--- config.mk ---
export PLATFORM = sky130hd
export DESIGN_NAME = tone_timer_mixer
export DESIGN_NICKNAME = d
export VERILOG_FILES = /design/src/rtl/tone_timer_mixer.sv
export SDC_FILE = /design/constraint.sdc
export NUM_CORES = 1
export LEC_CHECK = 0
export BUFFER_PORTS_ARGS = -buffer_cell sky130_fd_sc_hd__buf_2
export CAP_MARGIN = 20
export CELL_PAD_IN_SITES_DETAIL_PLACEMENT = 1
export CELL_PAD_IN_SITES_GLOBAL_PLACEMENT = 2
export CORE_MARGIN = 3
export CORE_UTILIZATION = 34
export DETAILED_ROUTE_END_ITERATION = 12
export MAX_ROUTING_LAYER = met4
export PLACE_DENSITY = 0.74
export SYNTH_ARGS = -nofsm -noshare
export SYNTH_HDL_FRONTEND = slang
export SYNTH_SLANG_ARGS = --single-unit
export TNS_END_PERCENT = 20
--- constraint.sdc ---
create_clock -name clk -period 10.5 [get_ports clk]
set_input_delay 0.525 -clock clk [delete_from_list [all_inputs] [get_ports clk]]
set_output_delay 0.525 -clock clk [all_outputs]
set_load 0.02 [all_outputs]
--- src/rtl/tone_timer_mixer.sv ---
module tone_timer_mixer #(
  parameter int SAMP_W   = 16,
  parameter int BASE_LVL = 5461,
  parameter int NOISE_W  = 128,
  parameter int PRE_LOG2 = 3
) (
  input  logic                     clk,
  input  logic                     rst_n,
  input  logic                     wr_en,
  input  logic [2:0]               wr_addr,
  input  logic [7:0]               wr_data,
  input  logic                     fx_wr_en,
  input  logic [1:0]               fx_addr,
  input  logic [7:0]               fx_data,
  input  logic                     tick,
  input  logic                     sample_en,
  output logic signed [SAMP_W-1:0] sample_out
);
  localparam int NCH    = 3;
  localparam int TAP_HI = NOISE_W - 1;
  localparam int TAP_LO = NOISE_W - 33;
  localparam int PLS    = NOISE_W / 2;

  logic [NCH-1:0][7:0]  ctl_all;
  logic [NCH-1:0][15:0] cnt_all;
  logic [NCH-1:0]       st_all, st_nx_all;
  logic [NCH-1:0][2:0]  vol_q;
  logic [1:0]           fx_q;
  logic [7:0]           msb_q;
  logic [NOISE_W-1:0]   nz;
  logic                 nz_old, nz_pend, ch0_rise;
  logic [SAMP_W-1:0]    mix;
  logic                 unused_fx;

  wire hold    = ctl_all[0][0];
  wire run     = tick && !hold;
  wire noisy   = !(ctl_all[0][1] && ctl_all[1][1] && ctl_all[2][1]);
  wire nz_step = noisy && !hold && (fx_q[0] ? ch0_rise : tick);
  wire nz_fb   = nz[TAP_HI] ^ nz[TAP_LO];
  wire nz_gen  = nz[PLS-1] & ~nz[PLS];
  wire [2:0] ctl0_tgt = ctl_all[1][0] ? 3'd0 : 3'd2;

  assign unused_fx = ^fx_data[7:3];

  for (genvar g = 0; g < NCH; g++) begin : g_ch
    logic [7:0]  ctl_q;
    logic [15:0] lat_q, cnt_q, cnt_nx;
    logic        st_q, st_nx, clk_in, adv, ctl_we, lat_we;
    logic        unused_ctl;

    assign unused_ctl = ^{ctl_q[6:5], ctl_q[3]};
    assign ctl_we = wr_en && ((wr_addr == 3'd1 && g == 1) ||
                              (wr_addr == 3'd0 && ctl0_tgt == 3'(g)));
    assign lat_we = wr_en && wr_addr[0] && (wr_addr[2:1] == 2'(g + 1));
    assign clk_in = ctl_q[7] && run && (ctl_q[1] || nz_pend);

    if (g == 2) begin : g_pre
      logic [PRE_LOG2-1:0] pre_q;
      assign adv = clk_in && (!ctl_q[0] || pre_q == '1);
      always_ff @(posedge clk) begin
        if (!rst_n)                  pre_q <= '0;
        else if (clk_in && ctl_q[0]) pre_q <= pre_q + 1'b1;
      end
    end else begin : g_nopre
      assign adv = clk_in;
    end

    always_comb begin
      cnt_nx = cnt_q;
      st_nx  = st_q;
      if (adv) begin
        if (ctl_q[2]) begin
          if (cnt_q[7:0] == 8'd0) begin
            if (cnt_q[15:8] == 8'd0) begin
              cnt_nx = lat_q;
              st_nx  = 1'b0;
            end else begin
              cnt_nx = {cnt_q[15:8] - 8'd1, lat_q[7:0]};
              if (cnt_q[15:8] == 8'd1) st_nx = 1'b1;
            end
          end else begin
            cnt_nx[7:0] = cnt_q[7:0] - 8'd1;
          end
        end else if (cnt_q == 16'd0) begin
          cnt_nx = lat_q;
          st_nx  = ~st_q;
        end else begin
          cnt_nx = cnt_q - 16'd1;
        end
      end
    end

    always_ff @(posedge clk) begin
      if (!rst_n) begin
        ctl_q <= '0;
        lat_q <= '0;
        cnt_q <= '0;
        st_q  <= 1'b0;
      end else begin
        if (ctl_we) ctl_q <= wr_data;
        st_q <= st_nx;
        if (lat_we) begin
          lat_q <= {msb_q, wr_data};
          cnt_q <= ctl_q[4] ? cnt_nx : {msb_q, wr_data};
        end else begin
          cnt_q <= cnt_nx;
        end
      end
    end

    assign ctl_all[g]   = ctl_q;
    assign cnt_all[g]   = cnt_q;
    assign st_all[g]    = st_q;
    assign st_nx_all[g] = st_nx;
  end

  always_ff @(posedge clk) begin
    if (!rst_n) begin
      msb_q <= '0;
      fx_q  <= '0;
      vol_q <= '0;
    end else begin
      if (wr_en && wr_addr != 3'd0 && !wr_addr[0]) msb_q <= wr_data;
      if (fx_wr_en) begin
        if (fx_addr == 2'd0) fx_q <= fx_data[1:0];
        else                 vol_q[fx_addr - 2'd1] <= fx_data[2:0];
      end
    end
  end

  always_ff @(posedge clk) begin
    if (!rst_n) begin
      nz       <= '1;
      nz_old   <= 1'b0;
      nz_pend  <= 1'b0;
      ch0_rise <= 1'b0;
    end else begin
      ch0_rise <= !st_all[0] && st_nx_all[0];
      if (nz_step) begin
        nz      <= {nz[NOISE_W-2:0], nz_fb ^ nz_old};
        nz_old  <= nz_fb;
        nz_pend <= nz_gen;
      end else if (run) begin
        nz_pend <= 1'b0;
      end
    end
  end

  always_comb begin
    int acc;
    acc = 0;
    for (int i = 0; i < NCH; i++)
      if (ctl_all[i][7] && st_all[i] && !(i == 0 && fx_q[1]))
        acc += (int'(vol_q[i]) * BASE_LVL) / 7;
    mix = SAMP_W'(acc);
  end

  always_ff @(posedge clk) begin
    if (!rst_n)         sample_out <= '0;
    else if (sample_en) sample_out <= hold ? '0 : $signed(mix);
  end
endmodule

Yosys cells after proc, flatten, opt, wreduce, memory -nomap -nowiden
Index checks and enable logic that the tools add are counted.
W data, S select, Z words.

storage, ports and cells
  flip-flop bits (word level) = 292
  output and inout port bits = 16
  logic and storage cells = 179
  input port bits = 27

operators by class
  bitwise operators = 8
  divide/modulo/power cells = 3
  reduce and logical (&&, ||, !) cells = 62
  multiplexer cells = 51
  add/subtract/negate cells = 13
  magnitude comparators = 2
  equal/unequal tests = 14
  multiply operators = 3

operators with widths
  operator                 count
  $mux W16                 22
  $div A32 B4 Y32 const B  3
  $logic_not A16 Y1        3
  $logic_not A8 Y1         6
  $mul A3 B13 Y16 const B  3
  $mux W8                  6
  $sub A16 B1 Y16 const B  3
  $sub A8 B1 Y8 const B    6
  $add A16 B16 Y16         2
  $logic_and A1 B1 Y1      31
  $eq A8 B1 Y1 const B     3
  $mux W1                  19
  $bwmux W9                1
  $reduce_and A4 Y1        2
  $demux W3 S2             1
  $eq A2 B2 Y1 const B     3
  $logic_not A1 Y1         6
  $logic_not A3 Y1         2
  $ne A3 B1 Y1 const B     2
  $reduce_bool A2 Y1       3
  $logic_or A1 B1 Y1       5
  $not A1 Y1               5
  $eq A2 B1 Y1 const B     2
  $ne A2 B1 Y1 const B     2
  other kinds (13)         15

Logic depth before layout (Yosys ltp)
Gate-level depths: netlist of run 1.

  word-level depth = 8
  mapped depth = 61
  mapped depth without buffers = 57

Worst setup path before layout of run 1
OpenSTA, ideal clock, no wires.

  path type = register -> register
  start = register vol_q[5] (netlist bit)
  end = register sample_out[13]
  required time = 10.375 ns
  stages on the path, launching flop included = 54
  buffers on the path = 3
  path slack = -0.524 ns
  period minus slack after synthesis = 11.024 ns
  setup time = 0.125 ns
  data arrival time = 10.899 ns
  path through = dfxtp_1 > ha_1 > ha_1 > ha_1 > a211o_1 > nand2_1 > inv_2 > ha_1 > nand3b_1 > o22ai_4 > inv_2 > o221ai_2 > a31oi_2 > nor3_4 > inv_2 > a222oi_1 > nand3_1 > or3_1 > [... 18 more ...] > fa_1 > mux2i_1 > ha_1 > a21o_1 > a21oi_1 > o21bai_1 > a21oi_1 > o21bai_1 > a21oi_1 > o21bai_1 > a21oi_1 > o21bai_1 > a21oi_1 > o21bai_1 > a21oi_1 > xnor2_1 > a222oi_1 > nor2b_1

on the way
  longest elaborated chain between the ends = 7

ends and longest elaborated chain
  element                          RTL line  source
  start, declared                  27        logic [NCH-1:0][2:0] vol_q;
  start signal, assigned by index  126       else vol_q[fx_addr - 2'd1] <= fx_data[2:0];
  $mul A3 B13 Y16 *                154       acc += (int'(vol_q[i]) * BASE_LVL) / 7;
  $div A32 B4 Y32 *                154
  $add A16 B16 Y16 *               154
  $mux W16 *                       153       if (ctl_all[i][7] && st_all[i] && !(i == 0 && fx_q[1]))
  $add A16 B16 Y16                 154
  $mux W16 *                       153
  $mux W16 *                       160       else if (sample_en) sample_out <= hold ? '0 : $signed(mix);
  end signal, assigned             160
  end, declared                    17        output logic signed [SAMP_W-1:0] sample_out

Every way passes the cells marked *; elsewhere a longest branch is shown, timed or not.
A chain may end at the register's enable or synchronous reset.

Final worst setup path of run 1
  start = register vol_q[5] (netlist bit)
  end = register sample_out[14]

Same word-level chain as after synthesis.

==> impl_results.rst, run 1 <==
.. list-table::
   :header-rows: 1

   * - Metric
     - Value
   * - Largest net degree at the start of global routing
     - 135
   * - Yosys Warn Count
     - 0
   * - Number of cells produced by synthesis
     - 2823
   * - Final-report hold violation count
     - 0
   * - Routability cong.
     - 0.8819
   * - Share of total power consumed by net switching
     - 0.3469
   * - Post-Place Cells
     - 3798
   * - Die Y
     - 251.0 µm
   * - Buffer cell driving the clock tree root
     - sky130_fd_sc_hd__clkbuf_16
   * - Remaining global-route overflow
     - 0
   * - Worst-case vdd ir drop
     - 0.1151 mV
   * - Starting density of the core
     - 0.3444
   * - Count of cell types in the netlist
     - 104
   * - Number of buffers on the longest clock path
     - 3
   * - Post-synthesis async set-or-reset flop share
     - 0
   * - Total global-route track usage
     - 0.2287
   * - Cell repeated most along the worst path
     - sky130_fd_sc_hd__ha_4
   * - Final critical-path share of the clock period
     - 1.006
   * - Setup clock skew after layout
     - 0.01829 ns
   * - Number of enable-type register cells in the synthesized netlist
     - 0
   * - Min-Delay Path Class
     - primary input to flip-flop
   * - Part of the Yosys area used for sequential elements
     - 0.2777
   * - Worst max-slew margin expressed relative to the limit
     - 0.3914
   * - I/O pins
     - 43
   * - Worst Reg-to-Reg Cells
     - 57
   * - Pin slew with the least headroom to its limit
     - 0.8875 ns
   * - Number of register bits inferred by synthesis
     - 283
   * - Post-synthesis instance area
     - 20400 µm²
   * - Cell count along the critical path
     - 57
   * - Maximum level of the CTS H-tree
     - 2
   * - First-pass GRT wire length
     - 117.3 mm
   * - Peak clock frequency supported by timing
     - 0.09464 GHz
   * - Slowest CP cell
     - sky130_fd_sc_hd__or4_4
   * - Critical path's top delay family
     - compound AO/OA/AOI/OAI gates
   * - TritonCTS clock tree
     - done
   * - Hold path start
     - wr_data[6]
   * - Combinational fraction of design power
     - 0.363
   * - Critical Path Source
     - vol_q[5]
   * - Clock buffer count from CTS
     - 36
   * - Clock latency on the worst-skew pair
     - 0.55 ns
   * - Post-layout instance count excluding filler cells
     - 3908
   * - Worst r2r src
     - vol_q[5]
   * - CTS hold repair buffers
     - 0
   * - Multi-input combinational cell area
     - 14710 µm²
   * - CP Data Required Time
     - 10.94 ns
   * - Number of antenna diodes
     - 0
   * - Mean cell area of the mapped netlist
     - 7.227 µm²
   * - Commonest cells after routing, fill and taps aside
     - sky130_fd_sc_hd__nand2_1, sky130_fd_sc_hd__buf_4, sky130_fd_sc_hd__dfxtp_1
   * - Top area cells in the synthesized netlist
     - sky130_fd_sc_hd__dfxtp_1, sky130_fd_sc_hd__nand2_1, sky130_fd_sc_hd__ha_1
   * - DR vias
     - 21900
   * - Number of standard-cell rows in the floorplan
     - 89
   * - Worst setup slack for register-to-register paths
     - -0.07 ns
   * - Total DRC errors in the routed layout
     - 0
   * - Int Pwr
     - 2.488 mW
   * - Number of nets produced by synthesis
     - 2931
   * - Fraction of layout instances using a drive strength above 1
     - 0.2153
   * - Die area
     - 62980 µm²
   * - Endpoint arrival time on the critical path
     - 11.01 ns
   * - Initial antenna violation count
     - 0
   * - End of the worst register-to-register path
     - sample_out[14]
   * - Sum of buffers and inverters on the critical path
     - 8
   * - Area taken by flip-flops and latches
     - 5668 µm²
   * - Setup crit end
     - sample_out[14]
   * - Nets
     - 3215
   * - Library cell with the largest summed area after synthesis
     - sky130_fd_sc_hd__dfxtp_1
   * - Sum of net half-perimeters after detailed placement
     - 52.62 mm
   * - Share of the synthesized area in the top cell type
     - 0.2777
   * - Category of the critical setup timing path
     - flip-flop to flip-flop
   * - Outcome
     - complete, but fails checks
   * - Post-layout min period
     - 10.57 ns
   * - Largest stage delay on the critical path
     - 0.55 ns
   * - Average via count per standard cell
     - 5.605
   * - CTS clk-pin slew, worst paths
     - 0.06 ns
   * - Most common cell after layout, fill and taps aside
     - sky130_fd_sc_hd__nand2_1
   * - Post-route antenna net violation count
     - 0
   * - Core Area
     - 59240 µm²
   * - Width of the chip
     - 251.0 µm
   * - Fraction of power consumed by the clock network
     - 0.334
   * - Max-slew violation count
     - 0
   * - Pre-Repair DR Iteration Count
     - 5
   * - Number of buffers inserted by port buffering
     - 37
   * - Sequential Power Share
     - 0.303
   * - Flip-flop cell with the highest count after synthesis
     - sky130_fd_sc_hd__dfxtp_1
   * - Iter 0 DRT Violations
     - 1004
   * - Summed negative setup slack over all endpoints
     - -0.07856 ns
   * - Worst-path fanout max
     - 6
   * - Setup violation total in the final timing report
     - 2
   * - Leakage power
     - 11.00 nW
   * - Final setup slack of the worst path
     - -0.06669 ns
   * - Power per standard cell area
     - 146.9 nW/µm²
   * - Post-synthesis to final-layout area growth
     - 27.16%
   * - Average routed wire per standard cell
     - 18.63 µm
   * - Net switching power figure
     - 1.322 mW
   * - Max-cap check violation count
     - 0
   * - Failing checks
     - setup timing
   * - Number of global-route vias before repair
     - 22250
   * - Unrepaired setup endpoints after global routing
     - yes
   * - Sort of element at the start of the critical path
     - flip-flop
   * - DRT Wirelength
     - 72.81 mm
   * - # fillers
     - 7294
   * - Count of clock tree sinks
     - 283
   * - Critical Path Sink Type
     - flip-flop
[tightest hold or removal path: stages]
cell and delay (ns):
sky130_fd_sc_hd__buf_2 0.17, sky130_fd_sc_hd__nand2_1 0.08, sky130_fd_sc_hd__a21boi_0 0.06
[cells in the mapped netlist (30+ instances only)]
master and n:
sky130_fd_sc_hd__a211oi_1 32, sky130_fd_sc_hd__a21boi_0 68, sky130_fd_sc_hd__a21oi_1 171, sky130_fd_sc_hd__a31oi_1 34, sky130_fd_sc_hd__clkbuf_1 154, sky130_fd_sc_hd__dfxtp_1 283
sky130_fd_sc_hd__ha_1 79, sky130_fd_sc_hd__inv_1 73, sky130_fd_sc_hd__mux2i_1 52, sky130_fd_sc_hd__nand2_1 547, sky130_fd_sc_hd__nand3_1 193, sky130_fd_sc_hd__nand4_1 30
sky130_fd_sc_hd__nor2_1 215, sky130_fd_sc_hd__nor2b_1 62, sky130_fd_sc_hd__nor3_1 64, sky130_fd_sc_hd__o211ai_1 39, sky130_fd_sc_hd__o21ai_0 117, sky130_fd_sc_hd__xnor2_1 52
[worst min-delay path by stage]
stage                  endpoint  slack [ns]  cells past startpoint
6_report       g_ch[0].lat_q[6]        0.35                      3
5_1_grt        g_ch[2].lat_q[5]        0.34                      3
4_1_cts        g_ch[0].lat_q[6]        0.32                      3
3_5_place_dp             nz[43]        0.46                      2
3_3_place_gp             nz[47]        0.45                      2
2_1_floorplan  g_ch[0].lat_q[5]        0.44                      2
[metal layers]
| layer | global-route usage | vias to the layer above | wire (µm) |
|---|---|---|---|
| met5 | - | - | 0 |
| met4 | 0.05221 | 0 | 1456 |
| met3 | 0.02214 | 79 | 1633 |
| met2 | 0.3908 | 244 | 35120 |
| met1 | 0.2933 | 10860 | 34600 |
| li1 | - | 10730 | - |
[state kept, by name, indices dropped and copies added, names as in the netlist, 2 cells and up]
register and flops:
msb_q 8, nz 128, g_ch.cnt_q 48, g_ch.lat_q 48, g_ch.ctl_q 15, g_ch.g_pre.pre_q 3, sample_out 16, g_ch.st_q 3
fx_q 2, vol_q 9
[final cells by class]
class                      count  share of cell area
tap                          773             0.03728
multi-input combinational   2291              0.5669
inverter                      78             0.01148
clock buffer                  49             0.03941
sequential                   283              0.2185
timing repair buffer         417              0.1191
clock inverter                17            0.007331
[logic make-up (layout without fill, tap and decap cells)]
| group | after synthesis | count (layout) | synth area share |
|---|---|---|---|
| XOR/XNOR | 79 | 79 | 0.03465 |
| AND/OR/NAND/NOR | 1308 | 1308 | 0.2994 |
| multiplexers | 62 | 62 | 0.03103 |
| flip-flops | 283 | 283 | 0.2777 |
| buffers and inverters | 249 | 561 | 0.04716 |
| AO/OA/AOI/OAI | 756 | 756 | 0.2572 |
| adder cells (fa/ha/maj) | 86 | 86 | 0.05287 |
[through the flow]
step	power, mW	hold slack [ns]	utilization	worst slack, ns	cell area (µm²)
final	3.810	0.3453	0.4379	-0.06669	25940
after floorplan	1.970	0.4403	-	0.003596	20600
after detailed placement	2.444	0.4559	0.3990	-0.4547	23640
after CTS	3.773	0.3209	0.4240	-0.08973	25120
after global routing	4.046	0.3406	0.4379	-0.6593	25940
after global placement	2.404	0.4475	0.3988	-0.1880	23630
[timing repair]
action | in CTS | in global routing
pin swaps | 42 | 94
cloned | 0 | 0
setup endpoints to repair | 7 | 11
resized for setup | 37 | 127
buffers inserted | 16 | 27
[power by group through the flow]
stage	combinational (mW)	clock (mW)	sequential, mW
after floorplan	0.801	0	1.17
after global placement	1.23	0	1.18
after detailed placement	1.27	0	1.18
after CTS	1.30	1.32	1.16
after global routing	1.52	1.36	1.16
final	1.38	1.27	1.16
Power figures use the tool's default switching activity.
==> run 2: changes to the inputs <==
--- a/config.mk
+++ b/config.mk
@@ -11,9 +11,10 @@
 export CELL_PAD_IN_SITES_GLOBAL_PLACEMENT = 2
 export CORE_MARGIN = 3
 export CORE_UTILIZATION = 34
+export CTS_CLUSTER_DIAMETER = 30
 export DETAILED_ROUTE_END_ITERATION = 12
 export MAX_ROUTING_LAYER = met4
-export PLACE_DENSITY = 0.74
+export PLACE_DENSITY = 0.75
 export SYNTH_ARGS = -nofsm -noshare
 export SYNTH_HDL_FRONTEND = slang
 export SYNTH_SLANG_ARGS = --single-unit
==> impl_results.rst, run 2 (synthesis results as in run 1) <==
.. list-table::
   :header-rows: 1

   * - Metric
     - Value
   * - Outcome
     - complete, but fails checks
   * - Failing checks
     - setup timing
   * - Number of global-route vias before repair
     - 22880
   * - Number of buffers inserted by port buffering
     - 37
   * - Post-synthesis to final-layout area growth
     - 32.77%
   * - Number of standard-cell rows in the floorplan
     - 89
   * - Number of flip-flops in the largest register
     - 128
   * - Iter 0 DRT Violations
     - 1264
   * - Largest net degree at the start of global routing
     - 106
   * - TritonCTS clock tree
     - done
   * - Count of clock tree sinks
     - 283
   * - Die Y
     - 251.0 µm
   * - Maximum level of the CTS H-tree
     - 3
   * - Largest Register
     - nz
   * - Number of buffers on the longest clock path
     - 3
   * - Worst-path fanout max
     - 5
   * - Min-Delay Path Class
     - primary input to flip-flop
   * - Routability cong.
     - 0.9133
   * - Starting density of the core
     - 0.3444
   * - Setup violation total in the final timing report
     - 5
   * - Sort of element at the start of the critical path
     - flip-flop
   * - Total global-route track usage
     - 0.2319
   * - Most common cell after layout, fill and taps aside
     - sky130_fd_sc_hd__nand2_1
   * - Number of antenna diodes
     - 0
   * - Final setup slack of the worst path
     - -0.1632 ns
   * - Clock latency on the worst-skew pair
     - 0.60 ns
   * - Endpoint arrival time on the critical path
     - 11.12 ns
   * - Worst max-slew margin expressed relative to the limit
     - 0.3257
   * - Total DRC errors in the routed layout
     - 0
   * - Final critical-path share of the clock period
     - 1.016
   * - Post-Place Cells
     - 3754
   * - Average via count per standard cell
     - 5.599
   * - Setup clock skew after layout
     - 0.03105 ns
   * - Max-slew violation count
     - 0
   * - Worst-case vdd ir drop
     - 0.1145 mV
   * - CTS clk-pin slew, worst paths
     - 0.04 ns
   * - Post-layout min period
     - 10.66 ns
   * - Core Area
     - 59240 µm²
   * - Nets
     - 3217
   * - Category of the critical setup timing path
     - flip-flop to flip-flop
   * - Unrepaired setup endpoints after global routing
     - yes
   * - Post-route antenna net violation count
     - 0
   * - Average routed wire per standard cell
     - 18.59 µm
   * - Pin slew with the least headroom to its limit
     - 1.011 ns
   * - Area taken by flip-flops and latches
     - 5668 µm²
   * - Slowest CP cell
     - sky130_fd_sc_hd__or4_1
   * - DR vias
     - 22080
   * - I/O pins
     - 43
   * - CP Data Required Time
     - 10.96 ns
   * - Commonest cells after routing, fill and taps aside
     - sky130_fd_sc_hd__nand2_1, sky130_fd_sc_hd__buf_4, sky130_fd_sc_hd__dfxtp_1
   * - Clock buffer count from CTS
     - 75
   * - Peak clock frequency supported by timing
     - 0.09378 GHz
   * - Final-report hold violation count
     - 0
   * - First-pass GRT wire length
     - 118.6 mm
   * - Sum of net half-perimeters after detailed placement
     - 51.23 mm
   * - Largest stage delay on the critical path
     - 0.53 ns
   * - Buffer cell driving the clock tree root
     - sky130_fd_sc_hd__clkbuf_16
   * - Critical Path Sink Type
     - flip-flop
   * - Multi-input combinational cell area
     - 14640 µm²
   * - Fraction of layout instances using a drive strength above 1
     - 0.2183
   * - Die area
     - 62980 µm²
   * - Cell repeated most along the worst path
     - sky130_fd_sc_hd__a21oi_2
   * - # fillers
     - 7212
   * - Post-layout instance count excluding filler cells
     - 3943
   * - Final hold slack
     - 0.3077 ns
   * - Initial antenna violation count
     - 1
   * - Overall power
     - 4.931 mW
   * - Width of the chip
     - 251.0 µm
   * - CTS hold repair buffers
     - 0
   * - DRT Wirelength
     - 73.30 mm
   * - Biggest regs
     - nz x128, g_ch.cnt_q x48, g_ch.lat_q x48
   * - Remaining global-route overflow
     - 0
   * - Pre-Repair DR Iteration Count
     - 5
   * - Leakage power
     - 11.50 nW
   * - Power per standard cell area
     - 182.0 nW/µm²
   * - Max-cap check violation count
     - 0
[run 2: area by class of cell]
| cell class | instances | area share |
|---|---|---|
| sequential | 283 | 0.2093 |
| tap | 773 | 0.03571 |
| timing repair buffer | 380 | 0.1035 |
| clock inverter | 35 | 0.02116 |
| multi-input combinational | 2291 | 0.5406 |
| clock buffer | 103 | 0.07876 |
| inverter | 78 | 0.01099 |
[run 2: worst max-delay path: cells and delay by family, from the launching register on]
family | cells | cell delay (ns)
AOI/OAI and AO/OA | 28 | 5.36
xor gates and xnor gates | 3 | 0.32
adders and majority gates | 6 | 1.26
buffers and inverters | 6 | 0.62
DFF | 1 | 0.33
muxes | 1 | 0.29
and+or+nand+nor | 9 | 2.34
[run 2: power by group]
group / total, mW / switching (mW) / internal, mW
Sequential: 1.16 / 0.0324 / 1.13
Clock: 2.41 / 0.718 / 1.69
Combinational: 1.36 / 0.770 / 0.590
Total: 4.93 / 1.52 / 3.41
[run 2: path summary, 6_finish.rpt]
path	from	end	slack, ns	cells after the start
hold reg to reg	g_ch[2].lat_q[0]	g_ch[2].lat_q[0]	0.46	2
hold / removal	wr_data[6]	g_ch[0].cnt_q[6]	0.31	3
setup / recovery	vol_q[3]	sample_out[13]	-0.16	53
setup reg to reg	vol_q[3]	sample_out[13]	-0.16	53
[run 2: through the flow]
step	setup WS, ns	area, µm²	util	setup TNS (ns)
floorplan	0.003596	20600	-	0
global placement	-0.1713	23280	0.3930	-0.3095
detailed placement	-0.5152	23300	0.3932	-1.760
CTS	-0.09481	26620	0.4493	-0.09481
global route	-0.7351	27090	0.4572	-3.785
finish	-0.1632	27090	0.4572	-0.5429
[run 2: repair_timing]
action | CTS | global route
gates resized for setup | 80 | 66
pin swaps | 62 | 69
buffers inserted | 30 | 22
endpoints found under the setup margin | 7 | 10
endpoints found under the hold margin | 0 | 0
[run 2: layer usage]
metal	vias up	global-route usage	wire length (µm)
li1	10780	-	-
met1	10820	0.2895	33640
met2	342	0.3904	35440
met3	142	0.03011	2298
met4	0	0.07326	1921
met5	-	-	0
==> run 3: changes to the inputs <==
--- a/config.mk
+++ b/config.mk
@@ -9,6 +9,7 @@
 export CAP_MARGIN = 20
 export CELL_PAD_IN_SITES_DETAIL_PLACEMENT = 1
 export CELL_PAD_IN_SITES_GLOBAL_PLACEMENT = 2
+export CORE_ASPECT_RATIO = 0.75
 export CORE_MARGIN = 3
 export CORE_UTILIZATION = 34
 export CTS_CLUSTER_DIAMETER = 30
==> impl_results.rst, run 3 (synthesis results as in run 1) <==
.. list-table::
   :header-rows: 1

   * - Metric
     - Value
   * - Clock latency on the worst-skew pair
     - 0.60 ns
   * - Final hold slack
     - 0.2885 ns
   * - Final critical-path share of the clock period
     - 1.026
   * - Sum of buffers and inverters on the critical path
     - 10
   * - I/O pins
     - 43
   * - Most common cell after layout, fill and taps aside
     - sky130_fd_sc_hd__nand2_1
   * - Peak clock frequency supported by timing
     - 0.09279 GHz
   * - Multi-input combinational cell area
     - 14670 µm²
   * - Cell area after layout
     - 27620 µm²
   * - Largest stage delay on the critical path
     - 0.51 ns
   * - Number of global-route vias before repair
     - 23280
   * - Worst max-slew margin expressed relative to the limit
     - 0.2835
   * - Number of buffers on the longest clock path
     - 3
   * - Slowest CP cell
     - sky130_fd_sc_hd__or4b_4
   * - Endpoint arrival time on the critical path
     - 11.25 ns
   * - Max-cap check violation count
     - 0
   * - Failing checks
     - setup timing
   * - Average via count per standard cell
     - 5.641
   * - Clock buffer count from CTS
     - 68
   * - DR vias
     - 22830
   * - Largest Register
     - nz
   * - Width of the chip
     - 288.9 µm
   * - Hold path start
     - wr_data[6]
   * - Biggest regs
     - nz x128, g_ch.cnt_q x48, g_ch.lat_q x48
   * - Max-slew violation count
     - 0
   * - Top layer used by detailed routing
     - met4
   * - Count of clock tree sinks
     - 283
   * - Die Y
     - 218.1 µm
   * - Final setup slack of the worst path
     - -0.2765 ns
   * - Pin slew with the least headroom to its limit
     - 1.068 ns
   * - Area taken by flip-flops and latches
     - 5670 µm²
   * - DRT Wirelength
     - 79.10 mm
   * - TritonCTS clock tree
     - done
   * - Worst r2r src
     - vol_q[5]
   * - Critical Path Sink Type
     - flip-flop
   * - Iter 0 DRT Violations
     - 1503
   * - Number of flip-flops in the largest register
     - 128
   * - Sort of element at the start of the critical path
     - flip-flop
   * - Fraction of layout instances using a drive strength above 1
     - 0.2431
   * - CP Data Required Time
     - 10.98 ns
   * - Worst-case vdd ir drop
     - 0.1291 mV
   * - Summed negative setup slack over all endpoints
     - -1.027 ns
   * - Critical path's top delay family
     - compound AO/OA/AOI/OAI gates
   * - Total global-route track usage
     - 0.2521
   * - Power per standard cell area
     - 173.8 nW/µm²
   * - Critical Path Source
     - vol_q[5]
   * - Die area
     - 63010 µm²
   * - Initial antenna violation count
     - 5
   * - Category of the critical setup timing path
     - flip-flop to flip-flop
   * - First-pass GRT wire length
     - 126.3 mm
   * - Setup violation total in the final timing report
     - 5
   * - # fillers
     - 7239
   * - Dpl cell area
     - 24050 µm²
   * - Wire length on met2
     - 34.47 mm
   * - Sum of net half-perimeters after detailed placement
     - 55.91 mm
   * - Routability cong.
     - 0.8909
   * - Number of buffers inserted by port buffering
     - 37
   * - Post-layout min period
     - 10.78 ns
   * - Average routed wire per standard cell
     - 19.55 µm
   * - Post-synthesis to final-layout area growth
     - 35.36%
   * - Pre-Repair DR Iteration Count
     - 5
   * - Final-report hold violation count
     - 0
   * - CTS hold repair buffers
     - 0
   * - Sum of routed wire segments on met1
     - 39.52 mm
   * - Nets
     - 3311
   * - Commonest cells after routing, fill and taps aside
     - sky130_fd_sc_hd__nand2_1, sky130_fd_sc_hd__buf_4, sky130_fd_sc_hd__dfxtp_1
   * - Number of standard-cell rows in the floorplan
     - 77
   * - Leakage power
     - 11.84 nW
   * - CTS clk-pin slew, worst paths
     - 0.05 ns
   * - Setup clock skew after layout
     - 0.04716 ns
   * - Post-route antenna net violation count
     - 0
   * - Min-Delay Path Class
     - primary input to flip-flop
   * - Remaining global-route overflow
     - 0
   * - Largest net degree at the start of global routing
     - 115
   * - Starting density of the core
     - 0.3449
   * - Total met3 wirelength after detailed routing
     - 3.513 mm
   * - Buffer cell driving the clock tree root
     - sky130_fd_sc_hd__clkbuf_16
   * - Total DRC errors in the routed layout
     - 0
   * - Maximum level of the CTS H-tree
     - 3
   * - Worst-path fanout max
     - 5
   * - Outcome
     - complete, but fails checks
   * - Unrepaired setup endpoints after global routing
     - yes
   * - Core Area
     - 59150 µm²
==> run 3: what timing repair did <==
item	in CTS	in global routing
endpoints found under the setup margin	7	11
resized for setup	88	71
setup buffers	30	24
pin swaps	64	80
==> run 3: area by class of cell <==
type	count	share of cell area
sequential	283	0.2053
tap	790	0.03579
timing repair buffer	481	0.1304
inverter	78	0.01078
antenna	3	0.0002719
multi-input combinational	2291	0.5311
clock buffer	81	0.06520
clock inverter	40	0.02111
==> run 3: power breakdown <==
part           leakage, nW  internal [mW]  switching [mW]
Sequential            2.32           1.13          0.0352
Clock                 1.13           1.46           0.714
Combinational         8.39          0.652           0.811
Total                 11.8           3.24            1.56
==> run 3: path summary, 6_finish.rpt <==
| path | end | slack, ns | cells after the start |
|---|---|---|---|
| min reg2reg | nz[76] | 0.45 | 2 |
| max reg2reg | sample_out[13] | -0.28 | 56 |
| max | sample_out[13] | -0.28 | 56 |
| min | g_ch[2].cnt_q[6] | 0.29 | 3 |
==> run 3: stage by stage <==
stage | util | cells | power, mW | setup slack [ns]
after floorplan | - | 2823 | 1.970 | 0.003596
after global placement | 0.4065 | 3867 | 2.440 | -0.2405
after detailed placement | 0.4065 | 3867 | 2.487 | -0.6002
after CTS | 0.4576 | 4018 | 4.778 | -0.03091
after global routing | 0.4668 | 4045 | 5.058 | -0.7746
final | 0.4668 | 4047 | 4.799 | -0.2765
==> run 3: routing by layer <==
layer  global-route usage  vias to the layer above
li1                     -                    10960
met1               0.3583                    11300
met2               0.3734                      454
met3              0.03827                      116
met4              0.06145                        0
met5                    -                        -
==> run 3: worst min-delay path, cell delays in order <==
cell                       delay, ns
sky130_fd_sc_hd__buf_2          0.16
sky130_fd_sc_hd__nand2_1        0.07
sky130_fd_sc_hd__a21boi_0       0.07
